<file path="src/rtl/pgc_pkg.sv">
package pgc_pkg;

    typedef enum logic [1:0] {
        PS_OFF  = 2'd0,
        PS_ON   = 2'd1,
        PS_HOLD = 2'd2,
        PS_WAIT = 2'd3
    } pwr_state_e;

    typedef struct packed {
        logic plat;
        logic vreg;
        logic core;
        logic sup;
        logic wake;
    } pg_in_t;

    localparam int PG_IN_W = $bits(pg_in_t);

    function automatic int ms_to_ticks(input int ms, input int hz);
        return (ms * hz) / 1000;
    endfunction

    function automatic bit hold_in_range(input int hold, input int hz);
        return (hold >= 3 * hz) && (hold <= 5 * hz);
    endfunction

endpackage

</file>
<file path="src/rtl/pgc_sync.sv">
module pgc_sync #(
    parameter int W = 1
) (
    input  logic         clk,
    input  logic [W-1:0] d,
    output logic [W-1:0] q
);
    logic [W-1:0] meta;

    always_ff @(posedge clk) begin
        meta <= d;
        q    <= meta;
    end
endmodule

</file>
<file path="src/rtl/pgc_edge.sv">
module pgc_edge #(
    parameter int W       = 1,
    parameter bit FALLING = 1'b1
) (
    input  logic         clk,
    input  logic [W-1:0] s,
    output logic [W-1:0] hit
);
    logic [W-1:0] prev;

    // prev tracks s even in reset so that no edge appears on release
    always_ff @(posedge clk) prev <= s;

    if (FALLING) begin : g_fall
        assign hit = prev & ~s;
    end else begin : g_rise
        assign hit = s & ~prev;
    end
endmodule

</file>
<file path="src/rtl/pgc_seq.sv">
module pgc_seq
    import pgc_pkg::*;
#(
    parameter int HOLD_CYCLES = 131072
) (
    input  logic       clk,
    input  logic       rst,
    input  logic       plat,
    input  logic       vreg,
    input  logic       wake,
    input  logic       plat_fall,
    input  logic       vreg_fall,
    output pwr_state_e st
);
    localparam int CW = $clog2(HOLD_CYCLES + 1);
    localparam logic [CW-1:0] LAST = CW'(HOLD_CYCLES - 1);

    logic [CW-1:0] cnt;
    pwr_state_e    st_nx;
    logic          cnt_clr;
    logic          both_good;
    logic          any_fall;

    assign both_good = plat & vreg;
    assign any_fall  = plat_fall | vreg_fall;

    always_comb begin
        st_nx   = st;
        cnt_clr = 1'b0;
        unique case (st)
            PS_OFF: begin
                if (wake && both_good) st_nx = PS_ON;
            end
            PS_ON: begin
                if (any_fall) begin
                    st_nx   = PS_HOLD;
                    cnt_clr = 1'b1;
                end
            end
            PS_HOLD: begin
                if (any_fall) begin
                    cnt_clr = 1'b1;
                end else if (cnt == LAST) begin
                    st_nx = both_good ? PS_ON : PS_WAIT;
                end
            end
            PS_WAIT: begin
                if (any_fall) begin
                    st_nx   = PS_HOLD;
                    cnt_clr = 1'b1;
                end else if (both_good) begin
                    st_nx = PS_ON;
                end
            end
            default: st_nx = PS_OFF;
        endcase
    end

    always_ff @(posedge clk) begin
        if (rst) begin
            st  <= PS_OFF;
            cnt <= '0;
        end else begin
            st <= st_nx;
            if (cnt_clr)            cnt <= '0;
            else if (st == PS_HOLD) cnt <= cnt + 1'b1;
        end
    end
endmodule

</file>
<file path="src/rtl/pgc_early.sv">
module pgc_early #(
    parameter int WIN = 3244
) (
    input  logic clk,
    input  logic rst,
    input  logic sup_rise,
    input  logic plat_rise,
    output logic err
);
    localparam int WW = $clog2(WIN + 2);

    logic [WW-1:0] win;
    logic          win_open;

    assign win_open = sup_rise | (win != '0);

    always_ff @(posedge clk) begin
        if (rst) begin
            win <= '0;
            err <= 1'b0;
        end else begin
            if (sup_rise)        win <= WW'(WIN);
            else if (win != '0)  win <= win - 1'b1;
            if (plat_rise && win_open) err <= 1'b1;
        end
    end
endmodule

</file>
<file path="src/rtl/pgood_cycle_ctl.sv">
module pgood_cycle_ctl
    import pgc_pkg::*;
#(
    parameter int RTC_HZ      = 32768,
    parameter int HOLD_CYCLES = 4 * RTC_HZ,
    parameter int MIN_GOOD_MS = 99
) (
    input  logic clk_rtc,
    input  logic rsm_rst,
    input  logic plat_pg,
    input  logic vreg_pg,
    input  logic core_pg,
    input  logic sup_ok,
    input  logic wake_req,
    output logic cpu_pg,
    output logic slp_s3_n,
    output logic slp_s4_n,
    output logic slp_s5_n,
    output logic dram_pulldn,
    output logic busy,
    output logic early_err
);
    localparam int EARLY_WIN = ms_to_ticks(MIN_GOOD_MS, RTC_HZ);

    if (!hold_in_range(HOLD_CYCLES, RTC_HZ)) begin : g_bad_hold
        $error("HOLD_CYCLES must lie between 3 and 5 seconds of RTC cycles");
    end

    pg_in_t     raw_in;
    pg_in_t     syn_in;
    logic       rst_q;
    logic       plat_s, vreg_s, core_s;
    logic       plat_fall, vreg_fall;
    logic       plat_rise, sup_rise;
    logic       run_n;
    pwr_state_e st;

    assign raw_in = '{plat: plat_pg, vreg: vreg_pg, core: core_pg,
                      sup: sup_ok, wake: wake_req};

    pgc_sync #(.W(1)) u_rst_sync (
        .clk (clk_rtc),
        .d   (rsm_rst),
        .q   (rst_q)
    );

    pgc_sync #(.W(PG_IN_W)) u_in_sync (
        .clk (clk_rtc),
        .d   (raw_in),
        .q   (syn_in)
    );

    assign plat_s = syn_in.plat;
    assign vreg_s = syn_in.vreg;
    assign core_s = syn_in.core;

    pgc_edge #(.W(2), .FALLING(1'b1)) u_fall (
        .clk (clk_rtc),
        .s   ({vreg_s, plat_s}),
        .hit ({vreg_fall, plat_fall})
    );

    pgc_edge #(.W(2), .FALLING(1'b0)) u_rise (
        .clk (clk_rtc),
        .s   ({syn_in.sup, plat_s}),
        .hit ({sup_rise, plat_rise})
    );

    pgc_seq #(.HOLD_CYCLES(HOLD_CYCLES)) u_seq (
        .clk       (clk_rtc),
        .rst       (rst_q),
        .plat      (plat_s),
        .vreg      (vreg_s),
        .wake      (syn_in.wake),
        .plat_fall (plat_fall),
        .vreg_fall (vreg_fall),
        .st        (st)
    );

    pgc_early #(.WIN(EARLY_WIN)) u_early (
        .clk       (clk_rtc),
        .rst       (rst_q),
        .sup_rise  (sup_rise),
        .plat_rise (plat_rise),
        .err       (early_err)
    );

    assign run_n       = (st == PS_ON);
    assign slp_s3_n    = run_n;
    assign slp_s4_n    = run_n;
    assign slp_s5_n    = run_n;
    assign busy        = (st == PS_HOLD);
    assign cpu_pg      = plat_s & vreg_s;
    assign dram_pulldn = ~slp_s4_n & ~core_s;

endmodule

</file>
<file path="config.mk">
export PLATFORM = sky130hd
export DESIGN_NAME = pgood_cycle_ctl
export DESIGN_NICKNAME = d
export VERILOG_FILES = /design/src/rtl/pgc_pkg.sv /design/src/rtl/pgc_sync.sv /design/src/rtl/pgc_edge.sv /design/src/rtl/pgc_seq.sv /design/src/rtl/pgc_early.sv /design/src/rtl/pgood_cycle_ctl.sv
export SDC_FILE = /design/constraint.sdc
export NUM_CORES = 1
export LEC_CHECK = 0
export ABC_AREA = 0
export ABC_CLOCK_PERIOD_IN_PS = 1720
export CORE_ASPECT_RATIO = 1.4
export CORE_MARGIN = 4
export CORE_UTILIZATION = 40
export CTS_BUF_LIST = sky130_fd_sc_hd__clkbuf_2
export CTS_CLUSTER_DIAMETER = 80
export CTS_CLUSTER_SIZE = 16
export DETAILED_ROUTE_END_ITERATION = 8
export DONT_BUFFER_PORTS = 1
export HOLD_SLACK_MARGIN = 0.05
export PLACE_DENSITY = 0.59
export SLEW_MARGIN = 10
export SYNTH_ARGS = -nofsm -noshare
export SYNTH_HDL_FRONTEND = slang
export SYNTH_HIERARCHICAL = 1
export SYNTH_SLANG_ARGS = --single-unit
</file>
<file path="constraint.sdc">
create_clock -name clk_rtc -period 1.72 [get_ports clk_rtc]
set_input_delay 0.258 -clock clk_rtc [delete_from_list [all_inputs] [get_ports clk_rtc]]
set_output_delay 0.258 -clock clk_rtc [all_outputs]
set_load 0.02 [all_outputs]
</file>
==> results of run 1 <==
## area by class of cell
type,count,area [sq um]
Clock buffer,5,25.0
Clock inverter,3,68.8
Fill cell,488,2760
Inverter,8,30.0
Multi-Input combinational cell,151,1070
Sequential cell,49,985
Tap cell,66,82.6
Timing Repair Buffer,16,135
## kinds of logic after synthesis
| kind of cell | synth area share (%) |
|---|---|
| muxes | 0.471 |
| AOI/OAI and AO/OA | 9.90 |
| DFF | 46.2 |
| xor gates and xnor gates | 5.78 |
| buffers and inverters | 3.83 |
| and+or+nand+nor | 32.1 |
| adders and majority gates | 1.77 |
## per-layer routing
layer	wire, microns	up-vias	part of all wire (%)	track usage (%)
li1	-	798	-	-
met4	72	0	1.9	5.37
met1	1660	719	43	13.4
met3	109	7	2.9	3.32
met2	1970	24	52	23.5
met5	0	-	0	0
## sequential cells by signal, indices dropped and copies added (netlist names)
| signal | cells |
|---|---|
| u_early/err | 1 |
| u_early/win | 12 |
| u_fall/prev | 2 |
| u_in_sync/meta | 5 |
| u_in_sync/q | 5 |
| u_rise/prev | 2 |
| u_rst_sync/meta | 1 |
| u_rst_sync/q | 1 |
| u_seq/cnt | 18 |
| u_seq/st | 2 |
## worst paths after layout
kind	start	endpoint	cells after the start
max	u_seq/st[1]	slp_s4_n	3
min	u_in_sync/meta[0]	u_in_sync/q[0]	0
max reg2reg	u_early/win[0]	u_early/win[10]	5
min reg2reg	u_in_sync/meta[0]	u_in_sync/q[0]	0
## cells in the mapped netlist, types with 3 or more instances
| cell | count | share of area, % |
|---|---|---|
| a21oi_1 | 11 | 2.6 |
| a31oi_1 | 3 | 0.88 |
| dfxtp_1 | 49 | 46 |
| ha_1 | 3 | 1.8 |
| inv_1 | 8 | 1.4 |
| nand2_1 | 13 | 2.3 |
| nand3_1 | 6 | 1.4 |
| nand4_1 | 6 | 1.8 |
| nor2_1 | 23 | 4.1 |
| nor2b_4 | 5 | 3.2 |
| nor3_1 | 8 | 1.9 |
| o21ai_0 | 10 | 2.4 |
| or3_1 | 6 | 1.8 |
| xnor2_1 | 8 | 3.3 |
| xor2_1 | 6 | 2.5 |
## stage by stage
stage / instances / total power [W] / TNS, ns / area [sq um] / setup slack [ns]
CTS: 298 / 0.00279 / 0 / 2380 / 0.0298
floorplan: 216 / 0.00184 / 0 / 2120 / 0.138
detailed placement: 284 / 0.00201 / 0 / 2230 / 0.121
global placement: 284 / 0.00200 / 0 / 2230 / 0.149
global route: 298 / 0.00297 / -0.0201 / 2400 / -0.0201
finish: 298 / 0.00279 / 0 / 2400 / 0.0996
## power groups by stage
stage	Sequential (W)	Combinational [W]	Clock, W
3_3_place_gp	0.00139	0.000609	0
5_1_grt	0.00139	0.000737	0.000843
6_report	0.00137	0.000651	0.000775
2_1_floorplan	0.00135	0.000482	0
3_5_place_dp	0.00139	0.000615	0
4_1_cts	0.00137	0.000626	0.000800
## critical path, stage by stage (launching register included)
cell     delay [ns]
dfxtp_2        0.42
buf_4          0.17
nor2b_4        0.12
buf_4          0.22
## repair_timing
action | in CTS | in global routing
endpoints found under the setup margin | 3 | 5
buffers inserted | 0 | 0
hold buffers | 6 | 0
gates resized for setup | 1 | 4
hold endpoints to repair | 6 | 0
==> flow_metrics.py, run 1 <==
metrics = {
    "grt": {
        "grt_pass1_wl_microns": 6680,
        "track_usage_pct": 12.7,
        "grt_start_max_net_pins": 18,
        "grt_pass1_vias": 1508,
        "antenna_found_initial": 0,
        "grt.overflow.total": 0,
    },
    "pwr": {
        "clkPwrFrac_pct": 27.7,
        "seq_power_share_pct": 49.0,
        "switching_share_pct": 30.4,
        "cellPowerDensity_nw_per_um2": 1160,
        "p_sw_w": 0.000850,
        "intPower_w": 0.00194,
        "p_leak_nw": 0.919,
        "p_comb_share_pct": 23.3,
        "ir_worst_vdd_v": 0.000535,
    },
    "setup_path": {
        "cp_max_fo": 6,
        "rrSetupSlack_ns": 0.1,
        "worstPathRequired_ns": 1.46,
        "crit_type": "flip-flop to output port",
        "cp_data_arrival_time_ns": 1.36,
        "startpoint_type": "flip-flop",
        "critPathCaptureType": "output port",
    },
    "cells_and_area": {
        "nNetsFinal": 241,
        "area_growth_pct": 13.0,
        "postLayoutCoreUtil_pct": 46.5,
        "final_cell_mix": "46 x dfxtp_1, 23 x nor2_1, 13 x nand2_1, 11 x a21oi_1",
        "diodes": 0,
        "drive_gt1_share_pct": 19.4,
        "final_common_cell": "dfxtp_1",
    },
    "yosys": {
        "synth-seq-cells": 49,
        "synth_nets": 226,
        "synth_ff_type": "dfxtp_1",
        "synthesis.area_sq_um": 2120,
        "ys_seq_area_share_pct": 46.2,
        "synth-async-reset-ratio_pct": 0,
        "ys_warn_count": 6,
        "synth_cells": 216,
        "postSynthAreaPerCell_sq_um": 9.83,
        "synthDistinctLibCells": 54,
        "synth_edf_count": 0,
    },
    "timing": {
        "setup_viol": 0,
        "max_freq_ghz": 0.617,
        "slew_headroom_pct": 58.4,
        "hold_violations": 0,
        "fin_crit_ns": 1.62,
        "finalMaxSlewViolations": 0,
        "tightest_slew_ns": 0.624,
        "skew_ns": 0.0332,
        "layout_worst_path_cycle_share_pct": 94.2,
        "holdWs_ns": 0.332,
    },
    "floorplanning": {
        "die-area_sq_um": 6550,
        "fp.dieH_microns": 94.2,
        "core_sq_um": 5160,
        "start_util_pct": 41.2,
        "num_io_pins": 14,
        "rows": 31,
        "die_w_microns": 69.6,
    },
    "routing": {
        "viasPerCell": 5.19,
        "ant_nets": 0,
        "vias": 1548,
        "wl_microns": 3810,
        "drt_pass1_iterations": 4,
        "drtIter0Drc": 51,
        "wl_per_cell_microns": 12.8,
        "remaining_drc_errors": 0,
    },
    "placed_design": {
        "gp_congestion": 0.725,
        "numPortBuffers": 0,
        "dp_hpwl_microns": 2830,
    },
    "flow_run": {
        "maxCapViolCount": 0,
    },
    "clocking": {
        "clock_sinks": 49,
        "cts_tree": "done",
        "clk_latency_ns": 0.44,
        "clockBufferDepth": 2,
        "h-tree-depth": 2,
        "clkTransAtPathRegs_ns": 0.27,
        "clockRootBuffer": "clkbuf_2",
        "numCtsBuffers": 5,
    },
    "run_status": {
        "status": "finished, final reports clean",
    },
    "worst_hold_path": {
        "hp-class": "flip-flop to flip-flop",
    },
}
Power figures use the tool's default switching activity.
==> run 2: changes to the inputs <==
Settings changed: GPL_TIMING_DRIVEN set to 0.
==> run 2 against run 1 <==
  * Core utilization down 0.46 points
  * Setup slack worse by 0.022 ns
  * Critical endpoint is now u_early/win[6]
  * Critical path type is now flip-flop to flip-flop
  * Cell count down 0.34%
==> flow_metrics.py, run 2 (synthesized netlist as in run 1, its figures left out) <==
metrics = {
    "timing": {
        "layout_worst_path_cycle_share_pct": 95.5,
        "finalMaxSlewViolations": 0,
        "skew_ns": 0.0293,
        "setup_slack_ns": 0.0774,
        "slew_headroom_pct": 65.9,
        "fin_crit_ns": 1.64,
        "setup_viol": 0,
        "setup_tns_ns": 0,
        "max_freq_ghz": 0.609,
        "hold_violations": 0,
        "tightest_slew_ns": 0.512,
    },
    "grt": {
        "grt.overflow.total": 0,
        "grt_pass1_wl_microns": 6880,
        "track_usage_pct": 12.9,
        "grt_pass1_vias": 1519,
        "antenna_found_initial": 0,
        "grt_start_max_net_pins": 19,
    },
    "routing": {
        "wl_met1_microns": 1580,
        "viasPerCell": 5.18,
        "wl_microns": 3770,
        "top_layer": "met4",
        "wl_per_cell_microns": 12.7,
        "wl_met3_microns": 96,
        "remaining_drc_errors": 0,
        "ant_nets": 0,
        "drtIter0Drc": 51,
        "wl_met2_microns": 2030,
        "vias": 1538,
        "drt_pass1_iterations": 4,
    },
    "cells_and_area": {
        "final_common_cell": "dfxtp_1",
        "postLayoutCoreUtil_pct": 46.0,
        "drive_gt1_share_pct": 20.8,
        "top_regs": "u_seq/cnt (18), u_early/win (12)",
        "final_cell_mix": "45 x dfxtp_1, 22 x nor2_1, 13 x nand2_1, 11 x a21oi_1, 10 x o21ai_0",
        "instances_no_fill": 297,
        "area_growth_pct": 11.8,
        "diodes": 0,
        "largest_reg_flops": 18,
        "nNetsFinal": 240,
        "nFillCells": 505,
        "regMostFlops": "u_seq/cnt",
    },
    "floorplanning": {
        "start_util_pct": 41.2,
        "die_w_microns": 69.6,
        "die-area_sq_um": 6550,
        "core_sq_um": 5160,
        "fp.dieH_microns": 94.2,
        "rows": 31,
        "num_io_pins": 14,
    },
    "setup_path": {
        "startpoint_type": "flip-flop",
        "cp_max_fo": 5,
        "critPathCaptureType": "flip-flop",
        "crit_chain": "inv_1 > ha_4 > or4b_4 > nor2_1 > a21oi_1 > a31o_2",
        "slowest_delay_ns": 0.48,
        "cpMaxStageDelayCell": "or4b_4",
        "crit_type": "flip-flop to flip-flop",
        "cp_data_arrival_time_ns": 2.03,
        "worstPathRequired_ns": 2.10,
        "rr_worst_depth": 6,
    },
    "run_status": {
        "status": "finished, final reports clean",
    },
    "pwr": {
        "cellPowerDensity_nw_per_um2": 1080,
        "ir_worst_vdd_v": 0.000754,
        "p_leak_nw": 0.896,
    },
    "placed_design": {
        "dp_hpwl_microns": 2750,
        "dpl.cell_count": 282,
        "pre_cts_slack_ns": -0.0221,
        "gp_congestion": 0.743,
        "numPortBuffers": 0,
    },
    "clocking": {
        "clkTransAtPathRegs_ns": 0.28,
        "clock_sinks": 49,
        "h-tree-depth": 2,
        "clk_latency_ns": 0.44,
        "numCtsBuffers": 5,
        "clockRootBuffer": "clkbuf_2",
        "cts_tree": "done",
        "clockBufferDepth": 2,
    },
    "flow_run": {
        "maxCapViolCount": 0,
    },
    "worst_hold_path": {
        "min_delay_path_depth": 1,
        "hp-class": "primary input to flip-flop",
    },
}
-- run 2: cell types whose count changed in the layout (fill, tap and decap cells not counted), sizes merged --
cell | before | now
inv | 9 | 10
buf | 10 | 6
clkbuf | 5 | 8
bufinv | 2 | 0
clkinv | 0 | 1
-- run 2: worst paths after layout --
| check | from | to | slack, ns |
|---|---|---|---|
| max | u_early/win[1] | u_early/win[6] | 0.08 |
| min | core_pg | u_in_sync/meta[2] | 0.34 |
| max reg2reg | u_early/win[1] | u_early/win[6] | 0.08 |
| min reg2reg | u_in_sync/meta[3] | u_in_sync/q[3] | 0.35 |
-- run 2: stage by stage --
step	total power, W	hold slack, ns	area, sq um
floorplan	0.00184	0.286	2120
global placement	0.00195	0.286	2210
detailed placement	0.00195	0.286	2210
CTS	0.00253	0.304	2340
global route	0.00274	0.276	2370
finish	0.00258	0.343	2370
-- run 2: worst max-delay path: cells and delay by family (launching register included) --
family | cells | cell delay, ns
flip-flops | 1 | 0.40
AND/OR/NAND/NOR | 2 | 0.62
AO/OA/AOI/OAI | 2 | 0.29
adder cells (fa/ha/maj) | 1 | 0.17
buffers and inverters | 1 | 0.11
-- run 2: layout make-up --
type | instances | area [sq um] | area share, %
clock inverter | 3 | 28.8 | 1.21
clock buffer | 5 | 25.0 | 1.05
multi-input combinational | 151 | 1100 | 46.2
inverter | 8 | 30.0 | 1.26
tap | 66 | 82.6 | 3.48
buffer | 7 | 47.5 | 2.00
sequential | 49 | 988 | 41.6
timing repair buffer | 8 | 75.1 | 3.16
-- run 2: where the power goes --
part	internal [W]	switching, W
sequential	0.00125	0.000121
combinational	0.000312	0.000368
clock	0.000121	0.000406
-- run 2: timing repair --
item                                   in CTS  in global routing
setup buffers                               1                  1
hold buffers                                6                  0
endpoints found under the hold margin       6                  0
setup endpoints to repair                   6                 10
resized for setup                           4                  9
pin swaps                                   0                  2
-- run 2: per-layer routing --
metal / GRT usage (%) / up-vias
met5: 0 / -
met4: 5.70 / 0
met3: 2.68 / 6
met2: 24.0 / 14
met1: 14.0 / 720
li1: - / 798
